==> src/rtl/tcm_router_pkg.sv <==
// Shared types for the TCM router.
// Assumes: nothing beyond IEEE 1800-2017.
package tcm_router_pkg;
    typedef enum logic {
        RT_BUS = 1'b0,
        RT_TCM = 1'b1
    } route_t;
endpackage

==> src/rtl/tcm_ctrl_regs.sv <==
// Two-bit control register file: instruction-TCM enable and data-TCM enable.
// Assumes: the offsets are distinct. Read data is registered and held between reads.
module tcm_ctrl_regs #(
    parameter int               CFG_AW   = 12,
    parameter int               DW       = 32,
    parameter logic [CFG_AW-1:0] ITCM_OFS = 12'hF90,
    parameter logic [CFG_AW-1:0] DTCM_OFS = 12'hF94
) (
    input  logic              clk,
    input  logic              rst_n,
    input  logic              wr_en,
    input  logic              rd_en,
    input  logic [CFG_AW-1:0] addr,
    input  logic [DW-1:0]     wdata,
    output logic [DW-1:0]     rdata,
    output logic              itcm_en,
    output logic              dtcm_en
);
    logic hit_i;
    logic hit_d;
    logic unused_wdata;

    assign unused_wdata = ^wdata[DW-1:1];

    // Decode which register the offset names.
    always_comb begin
        hit_i = (addr == ITCM_OFS);
        hit_d = (addr == DTCM_OFS);
    end

    // Enable bits: instruction TCM off after reset, data TCM on.
    always_ff @(posedge clk) begin
        if (!rst_n) begin
            itcm_en <= 1'b0;
            dtcm_en <= 1'b1;
        end else if (wr_en) begin
            if (hit_i) itcm_en <= wdata[0];
            if (hit_d) dtcm_en <= wdata[0];
        end
    end

    // Registered read port; returns the pre-write value on a simultaneous write.
    always_ff @(posedge clk) begin
        if (!rst_n) begin
            rdata <= '0;
        end else if (rd_en) begin
            rdata <= {{(DW-1){1'b0}}, (hit_i & itcm_en) | (hit_d & dtcm_en)};
        end
    end
endmodule

==> src/rtl/tcm_window_hit.sv <==
// Tests whether an address falls inside an aligned power-of-two window.
// Assumes: SIZE is a power of two below 2**ADDR_W and BASE is aligned to SIZE.
module tcm_window_hit #(
    parameter int               ADDR_W = 32,
    parameter int               SIZE   = 65536,
    parameter logic [ADDR_W-1:0] BASE  = '0
) (
    input  logic [ADDR_W-1:0] addr,
    output logic              hit
);
    localparam int OFS_W = $clog2(SIZE);

    // Only the bits above the window offset take part in the compare.
    always_comb begin
        hit = (addr[ADDR_W-1:OFS_W] == BASE[ADDR_W-1:OFS_W]);
    end
endmodule

==> src/rtl/tcm_route_lane.sv <==
// One routing lane. It latches the route and the forwarded address of an accepted access.
// Assumes: the enable is sampled in the acceptance cycle. The route then never changes for that access.
module tcm_route_lane
    import tcm_router_pkg::*;
#(
    parameter int               ADDR_W = 32,
    parameter int               SIZE   = 65536,
    parameter logic [ADDR_W-1:0] BASE  = '0
) (
    input  logic              clk,
    input  logic              rst_n,
    input  logic              in_valid,
    input  logic [ADDR_W-1:0] in_addr,
    input  logic              enable,
    output logic              out_valid,
    output route_t            out_route,
    output logic [ADDR_W-1:0] out_addr
);
    localparam int OFS_W = $clog2(SIZE);

    logic              in_window;
    route_t            next_route;
    logic [ADDR_W-1:0] next_addr;

    tcm_window_hit #(
        .ADDR_W (ADDR_W),
        .SIZE   (SIZE),
        .BASE   (BASE)
    ) u_win (
        .addr (in_addr),
        .hit  (in_window)
    );

    // Choose the route and the form of the forwarded address.
    always_comb begin
        next_route = (in_window && enable) ? RT_TCM : RT_BUS;
        next_addr  = (next_route == RT_TCM)
                   ? {{(ADDR_W-OFS_W){1'b0}}, in_addr[OFS_W-1:0]}
                   : in_addr;
    end

    // Output stage; it reads zero whenever no access was accepted.
    always_ff @(posedge clk) begin
        if (!rst_n || !in_valid) begin
            out_valid <= 1'b0;
            out_route <= RT_BUS;
            out_addr  <= '0;
        end else begin
            out_valid <= 1'b1;
            out_route <= next_route;
            out_addr  <= next_addr;
        end
    end
endmodule

==> src/rtl/tcm_router.sv <==
// Top: a control register file plus an instruction lane and a data lane.
// Assumes: both TCMs have size TCM_BYTES. The instruction TCM sits at 0 and the data TCM at DTCM_BASE.
module tcm_router
    import tcm_router_pkg::*;
#(
    parameter int          ADDR_W    = 32,
    parameter int          DW        = 32,
    parameter int          CFG_AW    = 12,
    parameter int          TCM_BYTES = 65536,
    parameter logic [31:0] DTCM_BASE = 32'h2000_0000,
    parameter logic [11:0] ITCM_OFS  = 12'hF90,
    parameter logic [11:0] DTCM_OFS  = 12'hF94
) (
    input  logic              clk,
    input  logic              rst_n,
    input  logic              cfg_wr_en,
    input  logic              cfg_rd_en,
    input  logic [CFG_AW-1:0] cfg_addr,
    input  logic [DW-1:0]     cfg_wdata,
    output logic [DW-1:0]     cfg_rdata,
    input  logic              ifetch_valid,
    input  logic [ADDR_W-1:0] ifetch_addr,
    input  logic              dacc_valid,
    input  logic [ADDR_W-1:0] dacc_addr,
    output logic              ifetch_out_valid,
    output logic              ifetch_to_tcm,
    output logic [ADDR_W-1:0] ifetch_out_addr,
    output logic              dacc_out_valid,
    output logic              dacc_to_tcm,
    output logic [ADDR_W-1:0] dacc_out_addr
);
    logic   itcm_en;
    logic   dtcm_en;
    route_t if_route;
    route_t da_route;

    tcm_ctrl_regs #(
        .CFG_AW   (CFG_AW),
        .DW       (DW),
        .ITCM_OFS (ITCM_OFS),
        .DTCM_OFS (DTCM_OFS)
    ) u_regs (
        .clk     (clk),
        .rst_n   (rst_n),
        .wr_en   (cfg_wr_en),
        .rd_en   (cfg_rd_en),
        .addr    (cfg_addr),
        .wdata   (cfg_wdata),
        .rdata   (cfg_rdata),
        .itcm_en (itcm_en),
        .dtcm_en (dtcm_en)
    );

    tcm_route_lane #(
        .ADDR_W (ADDR_W),
        .SIZE   (TCM_BYTES),
        .BASE   ('0)
    ) u_ilane (
        .clk       (clk),
        .rst_n     (rst_n),
        .in_valid  (ifetch_valid),
        .in_addr   (ifetch_addr),
        .enable    (itcm_en),
        .out_valid (ifetch_out_valid),
        .out_route (if_route),
        .out_addr  (ifetch_out_addr)
    );

    tcm_route_lane #(
        .ADDR_W (ADDR_W),
        .SIZE   (TCM_BYTES),
        .BASE   (DTCM_BASE[ADDR_W-1:0])
    ) u_dlane (
        .clk       (clk),
        .rst_n     (rst_n),
        .in_valid  (dacc_valid),
        .in_addr   (dacc_addr),
        .enable    (dtcm_en),
        .out_valid (dacc_out_valid),
        .out_route (da_route),
        .out_addr  (dacc_out_addr)
    );

    // Turn the lane routes into plain select bits.
    always_comb begin
        ifetch_to_tcm = (if_route == RT_TCM);
        dacc_to_tcm   = (da_route == RT_TCM);
    end
endmodule

==> config.mk <==
export PLATFORM = sky130hd
export DESIGN_NAME = tcm_router
export DESIGN_NICKNAME = d
export VERILOG_FILES = /design/src/rtl/tcm_router_pkg.sv /design/src/rtl/tcm_ctrl_regs.sv /design/src/rtl/tcm_window_hit.sv /design/src/rtl/tcm_route_lane.sv /design/src/rtl/tcm_router.sv
export SDC_FILE = /design/constraint.sdc
export NUM_CORES = 1
export LEC_CHECK = 0
export BUFFER_PORTS_ARGS = -buffer_cell sky130_fd_sc_hd__buf_2
export CAP_MARGIN = 20
export CORE_ASPECT_RATIO = 0.9
export CORE_MARGIN = 2
export CORE_UTILIZATION = 37
export CTS_CLUSTER_SIZE = 16
export DETAILED_ROUTE_END_ITERATION = 10
export PLACE_DENSITY_LB_ADDON = 0.05
export SYNTH_ARGS = -nofsm -noshare
export SYNTH_HDL_FRONTEND = slang
export SYNTH_SLANG_ARGS = --single-unit
==> constraint.sdc <==
create_clock -name clk -period 1.65 [get_ports clk]
set_input_delay 0.2475 -clock clk [delete_from_list [all_inputs] [get_ports clk]]
set_output_delay 0.2475 -clock clk [all_outputs]
set_load 0.02 [all_outputs]
==> results of run 1 <==
## layer usage
metal / track usage / wire (µm) / vias to the layer above / share of wire
met3: 0.0517 / 580 / 11 / 0.11
met4: 0.0677 / 105 / 0 / 0.019
li1: - / - / 978 / -
met1: 0.187 / 2320 / 849 / 0.42
met5: 0 / 0 / - / 0
met2: 0.248 / 2510 / 107 / 0.46
## synthesized netlist by cell type (all sizes together)
cell	count
mux2i	3
nor4b	2
buf	31
nor2b	2
nand2b	1
a21oi	1
clkbuf	13
o21ai	1
and4b	1
nor2	2
nand3	3
nor3	1
and3	64
conb	1
or4b	1
and2	2
nand3b	1
dfxtp	71
nor4	6
or4bb	1
or4	2
nand2	5
## worst max path at each step
| stage | end | depth (start not counted) |
|---|---|---|
| 2_1_floorplan | u_regs.rdata[0] | 3 |
| 3_3_place_gp | u_regs.rdata[0] | 4 |
| 3_5_place_dp | u_regs.rdata[0] | 4 |
| 4_1_cts | u_regs.rdata[0] | 4 |
| 5_1_grt | u_regs.dtcm_en | 4 |
| 6_report | u_regs.rdata[0] | 4 |
## registers in the layout, summed over array words and instances (netlist names)
signal             cells
u_dlane.out_addr      32
u_ilane.out_addr      32
u_dlane.out_route      1
u_dlane.out_valid      1
u_ilane.out_route      1
u_ilane.out_valid      1
u_regs.dtcm_en         1
u_regs.itcm_en         1
u_regs.rdata           1
## critical path: stages
cell,delay (ns)
buf_2,0.09
or4b_4,0.53
or4_1,0.53
o21ai_1,0.12
## cell usage in the layout, fill, tap and decap left out, drive strengths merged, types with 2 or more instances in the layout
cell / instances
clkinv: 2
conb: 31
nor2: 2
dfxtp: 71
or4: 2
buf: 155
clkbuf: 11
bufinv: 2
mux2i: 3
and2: 2
nor2b: 2
nand3: 3
nor4: 6
nand2: 5
and3: 64
nor4b: 2
## through the flow
step	instance area (µm²)	hold WS, ns
after CTS	3290	0.126
after global routing	3290	0.125
after floorplan	2450	0.364
final	3290	0.144
after detailed placement	3080	0.467
after global placement	3080	0.467
## cell type report
type                            instances  area (µm²)  share of cell area
Clock inverter                          4        70.1              0.0213
Multi-Input combinational cell        130         751               0.228
Tap cell                               87         109              0.0331
Clock buffer                           11         141              0.0430
Timing Repair Buffer                  155         798               0.243
Sequential cell                        71        1420               0.432
## kinds of logic (layout without fill, tap and decap cells)
| logic type | after synthesis | in the layout | synth area share |
|---|---|---|---|
| mux | 3 | 3 | 0.0144 |
| buf+inv | 44 | 170 | 0.120 |
| flops | 71 | 71 | 0.607 |
| simple gates | 94 | 94 | 0.252 |
| other cells | 1 | 31 | 0.00160 |
| compound gates | 2 | 2 | 0.00427 |
## power by group
group / switching (mW) / internal (mW)
sequential: 0.0125 / 1.78
clock: 0.602 / 0.880
combinational: 0.259 / 0.161
==> results.sh, run 1 <==
export IMPL_outcome="complete, no violations"
export IMPL_ys_ff_latch=71
export IMPL_hpwl_um=4100
export IMPL_core_um2=6110
export IMPL_setup_ws_ns=0.397
export IMPL_cp_required_ns=1.92
export IMPL_cts_max_level=3
export IMPL_yosysTopAreaCell="dfxtp_1"
export IMPL_r2r_end="u_regs.rdata[0]"
export IMPL_drv_slew=0
export IMPL_gp_congestion=0.739
export IMPL_power_mw=3.69
export IMPL_fin_crit_ns=1.25
export IMPL_dpl_worst_slack_ns=0.0389
export IMPL_layout_nets=481
export IMPL_antenna_cells=0
export IMPL_initial_core_util=0.383
export IMPL_utilization=0.538
export IMPL_cts_hold_buf=0
export IMPL_leakage_nw=1.91
export IMPL_fillCellCount=582
export IMPL_postCtsSetupRepairBufs=0
export IMPL_cts_resized=0
export IMPL_io_pins=214
export IMPL_die_y_um=79.5
export IMPL_drt_first_pass_iters=4
export IMPL_min_from="ifetch_addr[12]"
export IMPL_cp_end_kind="flop"
export IMPL_hold_violations=0
export IMPL_io_buffers=151
export IMPL_drc=0
export IMPL_rsz0062_at_grt="no"
export IMPL_worstSetupStartpointType="input port"
export IMPL_place_inst=443
export IMPL_rows=27
export IMPL_cts_sinks=71
export IMPL_overflow=0
export IMPL_grt_max_degree=50
export IMPL_ys_seq_area_frac=0.607
export IMPL_fin_tns_setup_ns=0
export IMPL_vias_per_cell=4.25
export IMPL_path_class="in2reg"
export IMPL_area_growth_pct=40.6
export IMPL_final_antenna_net_count=0
export IMPL_routedWlPerCell_um=12.0
export IMPL_cts_tree="done"
export IMPL_reg2reg_from="u_regs.itcm_en"
export IMPL_yosysWarnings=0
export IMPL_cts_root_buf="clkbuf_8"
export IMPL_grt_pass1_wl_um=8200
export IMPL_netlist_area_um2=2340
export IMPL_clock_path_buffers=2
export IMPL_vdd_drop_max_mv=0.418
export IMPL_fin_skew_ns=0.000446
export IMPL_die_area_um2=6980
export IMPL_hold_class="in2reg"
export IMPL_synth_area_leaders="dfxtp_1 (61%), and3_1 (17%), buf_4 (9.9%)"
export IMPL_crit_start="cfg_addr[3]"
export IMPL_cts_buffers=9
export IMPL_synth_cell_type_count=23
export IMPL_worst_r2r_cell_count=3
export IMPL_grt_antenna_before_repair=0
export IMPL_die_w_um=87.8
export IMPL_fmax_ghz=0.798
export IMPL_vias=1945
export IMPL_yosysTopAreaCellShare=0.607
export IMPL_dr_first_iter_drc_count=35
export IMPL_critPathArrivalTime_ns=1.52
export IMPL_first_global_vias=1724
export IMPL_wl_um=5510
export IMPL_finalCritPeriodShare=0.759
export IMPL_syn_inst=215
export IMPL_crit_path_max_fanout=3
export IMPL_hold_path_depth=2
export IMPL_path_clk_slew_ns=0.07
export IMPL_syn_area_per_cell_um2=10.9
export IMPL_holdPathEnd="u_ilane.out_addr[12]"
export IMPL_clk_latency_ns=0.33
export IMPL_fin_cells=458
export IMPL_drive_gt1_frac=0.461
export IMPL_drv_cap=0
export IMPL_powerDensity_nw_per_um2=1120
export IMPL_regToRegSetupSlack_ns=0.50
export IMPL_finalSetupViolCount=0
export IMPL_track_usage=0.154
Note: power is estimated with default switching activity, not from simulation.
==> run 2, diff against run 1 <==
--- a/config.mk
+++ b/config.mk
@@ -9,7 +9,7 @@
 export CAP_MARGIN = 20
 export CORE_ASPECT_RATIO = 0.9
 export CORE_MARGIN = 2
-export CORE_UTILIZATION = 37
+export CORE_UTILIZATION = 33
 export CTS_CLUSTER_SIZE = 16
 export DETAILED_ROUTE_END_ITERATION = 10
 export PLACE_DENSITY_LB_ADDON = 0.05
==> constraint.sdc (replaced) <==
create_clock -name clk -period 1.09 [get_ports clk]
set_input_delay 0.1635 -clock clk [delete_from_list [all_inputs] [get_ports clk]]
set_output_delay 0.1635 -clock clk [all_outputs]
set_load 0.02 [all_outputs]
==> run 2 against run 1 <==
Against the previous run:
- the run now ends with negative setup slack left
- routed wire length grew 5.5%
- final cell count grew 2.8%
- total power grew 49%
- cell area increased by 2.9%
- critical path depth unchanged
- setup slack got worse by 0.49 ns
- clock skew rose by 0.00059 ns
- combinational power grew 57%
- clock power increased by 44%
- sequential share of layout area shrank 1.2 points
- core utilization down 5.2 points
- sequential power is 51% higher
- largest cell class unchanged
==> results.sh, run 2 (synthesized netlist as in run 1, its figures left out) <==
export IMPL_outcome="complete, but fails checks"
export IMPL_violations="negative setup slack"
export IMPL_cts_root_buf="clkbuf_8"
export IMPL_fin_hold_ws_ns=0.0647
export IMPL_cts_buffers=9
export IMPL_critPathArrivalTime_ns=1.44
export IMPL_grt_antenna_before_repair=0
export IMPL_final_common_cell="buf_2"
export IMPL_crit_path_max_fanout=3
export IMPL_antenna_cells=0
export IMPL_wl_um=5810
export IMPL_cts_hold_buf=0
export IMPL_holdPathEnd="u_ilane.out_addr[14]"
export IMPL_rsz0062_at_grt="yes"
export IMPL_vdd_drop_max_mv=0.589
export IMPL_dr_first_iter_drc_count=49
export IMPL_track_usage=0.147
export IMPL_cts_sinks=71
export IMPL_cts_tree="done"
export IMPL_grt_pass1_wl_um=8800
export IMPL_drt_first_pass_iters=4
export IMPL_hold_path_depth=2
export IMPL_fillCellCount=710
export IMPL_fin_tns_setup_ns=-0.113
export IMPL_die_y_um=83.9
export IMPL_path_class="in2reg"
export IMPL_multi_input_area_um2=783
export IMPL_finalSetupViolCount=2
export IMPL_cp_end_kind="flop"
export IMPL_gp_congestion=0.716
export IMPL_die_w_um=92.8
export IMPL_regToRegSetupSlack_ns=-0.02
export IMPL_area_growth_pct=44.6
export IMPL_r2r_end="u_regs.rdata[0]"
export IMPL_leakage_nw=1.94
export IMPL_overflow=0
export IMPL_grt_use_met3=0.0316
export IMPL_stdcell_area_um2=3380
export IMPL_clk_latency_ns=0.32
export IMPL_io_buffers=151
export IMPL_rows=29
export IMPL_clock_path_buffers=2
export IMPL_min_from="ifetch_addr[14]"
export IMPL_grt_max_degree=27
export IMPL_worstSetupStartpointType="input port"
export IMPL_worst_r2r_cell_count=3
export IMPL_finalCritPeriodShare=1.08
export IMPL_fin_skew_ns=0.00104
export IMPL_first_global_vias=1815
export IMPL_dpl_cell_area_um2=3140
export IMPL_hold_violations=0
export IMPL_cp_required_ns=1.35
export IMPL_powerDensity_nw_per_um2=1630
export IMPL_fin_crit_ns=1.18
export IMPL_vias=1961
export IMPL_setup_ws_ns=-0.0913
export IMPL_use_met2=0.236
export IMPL_hpwl_um=4350
export IMPL_drv_cap=0
export IMPL_cts_max_level=3
export IMPL_top_regs="u_dlane.out_addr x32, u_ilane.out_addr x32"
export IMPL_vias_per_cell=4.16
export IMPL_routedWlPerCell_um=12.3
export IMPL_initial_core_util=0.336
export IMPL_die_area_um2=7780
export IMPL_mostFrequentLayoutCells="buf_2 (149), dfxtp_1 (71), and3_1 (64)"
export IMPL_hold_class="in2reg"
export IMPL_drive_gt1_frac=0.489
export IMPL_met1_usage=0.182
export IMPL_final_antenna_net_count=0
export IMPL_drc=0
export IMPL_path_clk_slew_ns=0.08
export IMPL_core_um2=6970
export IMPL_power_mw=5.50
export IMPL_dpl_worst_slack_ns=-0.434
export IMPL_fmax_ghz=0.847
export IMPL_layout_nets=487
export IMPL_grt_busiest_layer="met2"
export IMPL_reg2reg_from="u_regs.dtcm_en"
export IMPL_seqCellArea_um2=1420
export IMPL_drv_slew=0
export IMPL_io_pins=214
## run 2: worst max-delay path: stages
cell	delay (ns)
buf_6	0.09
or4bb_4	0.55
or4_1	0.53
o21ai_1	0.12
## run 2: repair_timing
action	CTS	global route
endpoints found under the setup margin	3	4
gates cloned	0	0
pin swaps	1	1
setup buffers	0	0
resized for setup	1	5
## run 2: power by group
group | total, mW | switching, mW | internal, mW
combinational | 0.660 | 0.402 | 0.258
sequential | 2.71 | 0.0193 | 2.69
clock | 2.13 | 0.953 | 1.18
## run 2: worst max-delay path by stage
stage,from,to,slack (ns)
2_1_floorplan,cfg_addr[6],u_regs.rdata[0],-0.29
3_3_place_gp,cfg_addr[6],u_regs.rdata[0],-0.43
3_5_place_dp,cfg_addr[6],u_regs.rdata[0],-0.43
4_1_cts,cfg_addr[1],u_regs.rdata[0],-0.06
5_1_grt,cfg_addr[3],u_regs.itcm_en,-0.12
6_report,cfg_addr[6],u_regs.rdata[0],-0.09
## run 2: cell type report
cell class / instances / share of cell area
multi-input combinational: 130 / 0.231
clock inverter: 5 / 0.0166
sequential: 71 / 0.420
timing repair buffer: 161 / 0.253
clock buffer: 11 / 0.0447
tap: 93 / 0.0344
## run 2: layer usage
| metal | vias up | share of wire |
|---|---|---|
| met1 | 866 | 0.43 |
| met2 | 96 | 0.48 |
| met3 | 5 | 0.081 |
| li1 | 994 | - |
| met4 | 0 | 0.010 |
| met5 | - | 0 |
## run 2: metrics by stage
step                instances   util
floorplan                 245      -
global placement          455  0.451
detailed placement        455  0.451
CTS                       471  0.482
global route              471  0.486
finish                    471  0.486
